==> src/rtl/hz_pkg.sv <==
package hz_pkg;

  typedef enum logic [1:0] {
    FWD_IDEX = 2'b00,
    FWD_WB   = 2'b01,
    FWD_MEM  = 2'b10
  } fwd_sel_e;

endpackage

==> src/rtl/hz_operand_fwd.sv <==
module hz_operand_fwd
  import hz_pkg::*;
#(
  parameter int REG_W = 5
) (
  input  logic [REG_W-1:0] src_i,
  input  logic [REG_W-1:0] mem_dst_i,
  input  logic             mem_we_i,
  input  logic [REG_W-1:0] wb_dst_i,
  input  logic             wb_we_i,
  output fwd_sel_e         sel_o
);

  localparam logic [REG_W-1:0] ZERO_REG = '0;

  // A producer supplies this operand when it writes a real register equal to the source
  function automatic logic producer_hits(
    input logic [REG_W-1:0] src,
    input logic [REG_W-1:0] dst,
    input logic             we
  );
    return we && (dst != ZERO_REG) && (dst == src);
  endfunction

  logic hit_mem;
  logic hit_wb;

  always_comb begin
    hit_mem = producer_hits(src_i, mem_dst_i, mem_we_i);
    hit_wb  = producer_hits(src_i, wb_dst_i, wb_we_i);
  end

  // Newer producer takes priority
  always_comb begin
    sel_o = FWD_IDEX;
    if (hit_mem)     sel_o = FWD_MEM;
    else if (hit_wb) sel_o = FWD_WB;
  end

  always_comb begin
    assert_legal_code_R1: assert (sel_o != fwd_sel_e'(2'b11));
    if (src_i == ZERO_REG)
      assert_zero_reg_no_fwd_R5: assert (sel_o == FWD_IDEX);
    if (!mem_we_i && !wb_we_i)
      assert_we_low_no_fwd_R6: assert (sel_o == FWD_IDEX);
    if (hit_mem && hit_wb)
      assert_newer_wins_R4: assert (sel_o == FWD_MEM);
  end

endmodule

==> src/rtl/hz_loaduse_detect.sv <==
module hz_loaduse_detect #(
  parameter int REG_W   = 5,
  parameter int NUM_SRC = 2
) (
  input  logic [NUM_SRC-1:0][REG_W-1:0] id_src_i,
  input  logic [REG_W-1:0]              ex_dst_i,
  input  logic                          ex_is_load_i,
  output logic                          pc_wr_en_o,
  output logic                          ifid_wr_en_o,
  output logic                          idex_bubble_o
);

  localparam logic [REG_W-1:0] ZERO_REG = '0;

  logic [NUM_SRC-1:0] src_hit;
  logic               load_live;
  logic               hazard;

  always_comb load_live = ex_is_load_i && (ex_dst_i != ZERO_REG);

  for (genvar g = 0; g < NUM_SRC; g++) begin : g_src
    assign src_hit[g] = load_live && (id_src_i[g] == ex_dst_i);
  end

  always_comb begin
    hazard        = |src_hit;
    pc_wr_en_o    = !hazard;
    ifid_wr_en_o  = !hazard;
    idex_bubble_o = hazard;
  end

  always_comb begin
    assert_stall_group_R7: assert ((pc_wr_en_o == ifid_wr_en_o) && (idex_bubble_o == !pc_wr_en_o));
    if (!ex_is_load_i)
      assert_nonload_no_stall_R8: assert (pc_wr_en_o && !idex_bubble_o);
    if (ex_dst_i == ZERO_REG)
      assert_r0_load_no_stall_R9: assert (pc_wr_en_o);
  end

endmodule

==> src/rtl/hz_unit.sv <==
module hz_unit
  import hz_pkg::*;
#(
  parameter int REG_W = 5
) (
  input  logic [REG_W-1:0] id_src_a,
  input  logic [REG_W-1:0] id_src_b,
  input  logic [REG_W-1:0] ex_src_a,
  input  logic [REG_W-1:0] ex_src_b,
  input  logic [REG_W-1:0] ex_dst,
  input  logic             ex_is_load,
  input  logic [REG_W-1:0] mem_dst,
  input  logic             mem_wr_en,
  input  logic [REG_W-1:0] wb_dst,
  input  logic             wb_wr_en,
  output logic [1:0]       fwd_sel_a,
  output logic [1:0]       fwd_sel_b,
  output logic             pc_wr_en,
  output logic             ifid_wr_en,
  output logic             idex_bubble
);

  localparam int NUM_SRC = 2;

  logic [NUM_SRC-1:0][REG_W-1:0] ex_src;
  logic [NUM_SRC-1:0][REG_W-1:0] id_src;
  fwd_sel_e                      sel [NUM_SRC];

  always_comb begin
    ex_src[0] = ex_src_a;
    ex_src[1] = ex_src_b;
    id_src[0] = id_src_a;
    id_src[1] = id_src_b;
  end

  for (genvar g = 0; g < NUM_SRC; g++) begin : g_opnd
    hz_operand_fwd #(.REG_W(REG_W)) u_fwd (
      .src_i     (ex_src[g]),
      .mem_dst_i (mem_dst),
      .mem_we_i  (mem_wr_en),
      .wb_dst_i  (wb_dst),
      .wb_we_i   (wb_wr_en),
      .sel_o     (sel[g])
    );
  end

  always_comb begin
    fwd_sel_a = sel[0];
    fwd_sel_b = sel[1];
  end

  hz_loaduse_detect #(.REG_W(REG_W), .NUM_SRC(NUM_SRC)) u_lu (
    .id_src_i      (id_src),
    .ex_dst_i      (ex_dst),
    .ex_is_load_i  (ex_is_load),
    .pc_wr_en_o    (pc_wr_en),
    .ifid_wr_en_o  (ifid_wr_en),
    .idex_bubble_o (idex_bubble)
  );

endmodule

==> config.mk <==
export PLATFORM = sky130hd
export DESIGN_NAME = hz_unit
export DESIGN_NICKNAME = d
export VERILOG_FILES = /design/src/rtl/hz_pkg.sv /design/src/rtl/hz_operand_fwd.sv /design/src/rtl/hz_loaduse_detect.sv /design/src/rtl/hz_unit.sv
export SDC_FILE = /design/constraint.sdc
export NUM_CORES = 1
export LEC_CHECK = 0
export BUFFER_PORTS_ARGS = -buffer_cell sky130_fd_sc_hd__buf_2
export CORE_AREA = 5 5 42 44
export DETAILED_ROUTE_END_ITERATION = 16
export DIE_AREA = 0 0 47 49
export PLACE_DENSITY = 0.78
export RECOVER_POWER = 100
export SLEW_MARGIN = 20
export SYNTH_ARGS = -nofsm -noshare
export SYNTH_HDL_FRONTEND = slang
export SYNTH_SLANG_ARGS = --single-unit
==> constraint.sdc <==
create_clock -name vclk -period 1.6
set_input_delay 0.32 -clock vclk [all_inputs]
set_output_delay 0.32 -clock vclk [all_outputs]
set_load 0.02 [all_outputs]
==> results of run 1 <==
## through the flow
| step | hold WS, ns | cells | util | power, uW |
|---|---|---|---|---|
| final | 0.9990 | 128 | 0.6768 | 252.5 |
| after global routing | 1.014 | 128 | 0.6768 | 269.8 |
| after CTS | 0.9803 | 128 | 0.6545 | 240.3 |
| after detailed placement | 0.9881 | 128 | 0.5652 | 206.4 |
| after global placement | 0.9806 | 128 | 0.5652 | 199.0 |
| after floorplan | 0.7959 | 53 | - | 88.42 |
## cells by family (layout without fill, tap and decap cells)
group	Yosys count	count (layout)	share of synthesized area
buf+inv	3	62	0.05294
xor+xnor	30	30	0.6176
compound gates	5	5	0.08824
simple gates	15	15	0.2412
## path summary, 6_finish.rpt
path	from	to	slack, ns	depth (start not counted)
min	ex_is_load	idex_bubble	1.0	3
max	wb_dst[4]	fwd_sel_b[0]	-0.32	5
## placed cells by master, fill, tap and decap left out, drive strengths merged
cell	synthesis	layout
xnor2	16	16
nand3	4	4
nor4	4	4
nand2	2	2
xor2	14	14
o211ai	1	1
o22ai	1	1
or4	5	5
o21ai	2	2
o211a	1	1
buf	3	62
## metal layers
layer	routed length, um	track usage
met5	0	0
met3	246	0.02952
met2	1057	0.3575
met4	43	0.03687
met1	605	0.1500
## tightest hold or removal path, stage by stage
cell and delay, ns:
buf_2 0.11, o211a_1 0.13, buf_6 0.12
## layout make-up
class	instances	area, um2	area share
multi-input combinational	50	491.7	0.5185
tap	16	20.02	0.02111
timing repair buffer	62	436.7	0.4604
## what timing repair did
| item | 4_1_cts | 5_1_grt |
|---|---|---|
| gates cloned | 0 | 0 |
| pin swaps | 5 | 7 |
| gates resized for setup | 26 | 6 |
| endpoints found under the setup margin | 7 | 7 |
## report_power, final
group / internal, uW / switching [uW]
Clock: 0 / 0
Sequential: 0 / 0
Combinational: 143 / 110
==> summary.md, run 1 <==
| Metric | Value |
|---|---|
| Synth cell types | 13 |
| Final instance area | 948.4 um2 |
| Die area | 2303 um2 |
| Hpwl dp | 1538 um |
| Post-DRT Antenna Nets | 0 |
| Vias per cell | 5.055 |
| Vias in the first global route | 755 |
| Syn_area_per_cell | 8.027 um2 |
| Row cnt | 14 |
| Count leader, synth | xnor2_1 |
| Bufs and invs on worst path | 2 |
| GR Util All Layers | 0.1705 |
| Pre-CTS WS | -0.3766 ns |
| Hold Path Class | input pin to primary output |
| Syn Std Cell Area | 425.4 um2 |
| Pleak | 0.0004429 uW |
| DRC | 0 |
| CP Max Fanout | 3 |
| Pin count of the biggest net entering global routing | 5 |
| Reg area | 0 um2 |
| Core Box Area | 1401 um2 |
| Final Wtd Congestion | 0.8719 |
| Worst Max-Slew Pin Slew | 0.2979 ns |
| Area after DPL | 792.0 um2 |
| Diodes inserted | 0 |
| Initial antenna violation count | 0 |
| Seq cells | 0 |
| DR iter-0 viols | 0 |
| PwrDens | 266.3 nW/um2 |
| Layout cells sized above 1 | 0.6875 |
| Max-slew violation count | 0 |
| Fin nets | 152 |
| Worst path cell trace | buf_6 > xor2_1 > or4_4 > nor4_4 > buf_4 |
| Slowest-stage cell, CP | or4_4 |
| Die span in y | 49 um |
| Final Hold Fails | 0 |
| PortBufs | 45 |
| Tmin final | 1.924 ns |
| Mapped Nets | 91 |
| IO Pins | 45 |
| Synth area leaders | xnor2_1 (33%), xor2_1 (29%), or4_1 (8.8%), nor4_2 (5.9%), buf_4 (5.3%) |
| Final Cycle Share | 1.202 |
| FILL cells | 100 |
| # setup viols final | 7 |
| Detailed Routing Iterations Pass 1 | 1 |
| Setup crit end kind | primary output |
| RSZ-0062 raised after global routing | yes |
| Synth Instances | 53 |
| Maxcap violations | 0 |
| Via count | 647 |
| Clock buffer count | 0 |
| Commonest cells in the netlist | xnor2_1 (16), xor2_1 (14), or4_1 (5), nand3_1 (4), buf_4 (3) |
| CP startpoint kind | input pin |
| Cell taking the most area after synthesis | xnor2_1 |
| Avg WL per Cell | 15.25 um |
| Syn. warnings | 0 |
| Largest stage delay on the critical path | 0.57 ns |
| Worst slew margin | 0.7999 |
| Crit path arrival time | 1.60 ns |
| Die X | 47 um |
| Hold buffer count at CTS | 0 |
| Worst Path Required | 1.28 ns |
| Initial Utilization | 0.3036 |
| Status | finished, violations left |
| Class of the most critical setup path | input pin to primary output |
| Failing checks | negative setup slack |
| CP top delay family | simple AND/OR/NAND/NOR gates |
| Sequential share of the synthesized area | 0 |
| Share of the synthesized area in the top cell type | 0.3294 |
| Max Fclk | 519.9 MHz |
| Setup WS post-layout | -0.3236 ns |
| Post-Route WL | 1952 um |
| Worst vdd ir | 0.1230 mV |
| Final setup TNS | -0.9997 ns |
| Post-CTS setup buffer count | 0 |
| Gr ovfl total | 0 |
| Layout area overhead | 122.9% |
| First-pass GRT wire length | 3022 um |
No activity file was read; power rests on OpenSTA's default activity.
==> run 2, diff against run 1 <==
--- a/config.mk
+++ b/config.mk
@@ -11,2 +11,3 @@
 export DIE_AREA = 0 0 47 49
+export GPL_ROUTABILITY_DRIVEN = 0
 export PLACE_DENSITY = 0.78
==> constraint.sdc (replaced) <==
create_clock -name vclk -period 1.6
set_input_delay 0.32 -clock vclk [all_inputs]
set_output_delay 0.32 -clock vclk [all_outputs]
set_load 0.05 [all_outputs]
==> summary.md, run 2 (synthesis results as in run 1) <==
| Metric | Value |
|---|---|
| Failing checks | negative setup slack |
| DRC | 0 (unchanged) |
| Hold Path Class | input pin to primary output |
| Maxcap violations | 0 (unchanged) |
| RSZ-0062 raised after global routing | yes |
| Core Box Area | 1401 um2 (unchanged) |
| Sw frac | 0.4586 (+0.02318) |
| Largest stage delay on the critical path | 0.54 ns (-0.03 ns) |
| Clock buffer count | 0 (unchanged) |
| Max Fclk | 510.0 MHz (-1.9%) |
| Via count | 609 (-5.9%) |
| Slowest-stage cell, CP | or4_4 |
| Diodes inserted | 0 (unchanged) |
| Worst Path Required | 1.28 ns (about the same) |
| FILL cells | 113 (+13%) |
| Final setup TNS | -1.423 ns (-0.4233 ns) |
| Bufs and invs on worst path | 3 (+1) |
| Internal | 147.6 uW (+3.5%) |
| Worst path cell trace | buf_6 > or4_4 > o21ai_4 > buf_6 > nor4_4 > nor4_4 > buf_6 |
| Layout area overhead | 132.4% |
| Final Cycle Share | 1.225 (+0.02324) |
| Initial antenna violation count | 0 (unchanged) |
| Pin count of the biggest net entering global routing | 5 (unchanged) |
| Layout cells sized above 1 | 0.7168 (+0.02931) |
| Tmin final | 1.961 ns (+0.03719 ns) |
| Crit path arrival time | 1.64 ns (+0.04 ns) |
| Fin nets | 153 (+0.66%) |
| Most frequent cells in the layout | buf_2 (30), buf_4 (20), xor2_1 (14) |
| Post-CTS setup buffer count | 0 (unchanged) |
| CP Max Fanout | 2 (-1) |
| Post-DRT Antenna Nets | 0 (unchanged) |
| Gr ovfl total | 0 (unchanged) |
| Hpwl dp | 1453 um (-5.5%) |
| Die X | 47 um (unchanged) |
| First-pass GRT wire length | 2615 um (-13%) |
| Psw | 125.0 uW (+14%) |
| Most used cell, CP | buf_6 |
| Sequential Power Share | 0 (unchanged) |
| Reg area | 0 um2 (unchanged) |
| Die span in y | 49 um (unchanged) |
| Crit. path cell count | 7 (+2) |
| Clock power share | 0 (unchanged) |
| # setup viols final | 7 (unchanged) |
| GR Util All Layers | 0.1446 (-0.02596) |
| Vias in the first global route | 616 (-18%) |
| Worst slew margin | 0.7055 (-0.09440) |
| CP startpoint | mem_dst[0] |
| Leading cell type in the layout, fill and taps excluded | buf_2 |
| PwrDens | 275.8 nW/um2 (+3.6%) |
| DR iter-0 viols | 7 (+7) |
| Pleak | 0.0004587 uW (+3.6%) |
| PortBufs | 45 (unchanged) |
| Worst vdd ir | 0.1420 mV (+15%) |
| CP endpoint | fwd_sel_b[0] |
| Detailed Routing Iterations Pass 1 | 2 (+1) |
| Die area | 2303 um2 (unchanged) |
| IO Pins | 45 (unchanged) |
| CP top delay family | simple AND/OR/NAND/NOR gates |
| Status | finished, violations left |
| Final Hold Fails | 0 (unchanged) |
| Seq cells | 0 (unchanged) |
| Worst Max-Slew Pin Slew | 0.4381 ns (+0.1402 ns) |
| Pre-CTS WS | -0.5315 ns (-0.1549 ns) |
| Comb power frac | 1.000 (about the same) |
| Setup WS post-layout | -0.3608 ns (-0.03719 ns) |
| Initial Utilization | 0.3036 (unchanged) |
| Layout Utilization | 0.7054 (+0.02857) |
| Setup crit end kind | primary output |
| Placed cell count | 129 (+0.78%) |
| Avg WL per Cell | 13.96 um (-8.5%) |
| Row cnt | 14 (unchanged) |
| Post-Route WL | 1801 um (-7.7%) |
| Post-Layout Cell Count | 129 (+0.78%) |
| CP startpoint kind | input pin |
| Class of the most critical setup path | input pin to primary output |
| Vias per cell | 4.721 (-6.6%) |
| Max-slew violation count | 0 (unchanged) |
-- run 2: repair_timing --
item,4_1_cts,5_1_grt
pin swaps,5,10
gates resized for setup,21,17
setup endpoints to repair,7,7
hold buffers,0,0
-- run 2: through the flow --
step	area (um2)	total power (uW)	hold WS [ns]
after floorplan	450.4	101.4	0.8986
after global placement	808.3	212.7	1.019
after detailed placement	808.3	218.9	1.037
after CTS	899.6	242.9	0.9998
after global routing	988.4	290.6	1.056
final	988.4	272.6	1.027
-- run 2: worst min-delay path by stage --
stage,from,cells after the start,endpoint,slack [ns]
2_1_floorplan,ex_is_load,1,idex_bubble,0.90
3_3_place_gp,ex_is_load,3,pc_wr_en,1.02
3_5_place_dp,ex_is_load,3,idex_bubble,1.04
4_1_cts,ex_is_load,3,idex_bubble,1.0
5_1_grt,ex_is_load,3,idex_bubble,1.06
6_report,ex_is_load,3,idex_bubble,1.03
-- run 2: per-layer routing --
metal	vias to the layer above	share of wire	track usage	wire (um)
li1	307	-	-	-
met1	288	0.37	0.1630	669
met2	10	0.59	0.2738	1064
met3	4	0.021	0.01107	37
met4	0	0.016	0.03226	29
met5	-	0	0	0
-- run 2: area by class of cell --
type | instances | area, um2 | share of cell area
Timing Repair Buffer | 63 | 446.7 | 0.4519
Multi-Input combinational cell | 50 | 521.8 | 0.5278
Tap cell | 16 | 20.02 | 0.02025
-- run 2: power groups by stage --
| stage | clock network [uW] | logic, uW | registers, uW |
|---|---|---|---|
| final | 0 | 273 | 0 |
| after global routing | 0 | 291 | 0 |
| after CTS | 0 | 243 | 0 |
| after detailed placement | 0 | 219 | 0 |
| after global placement | 0 | 213 | 0 |
| after floorplan | 0 | 101 | 0 |
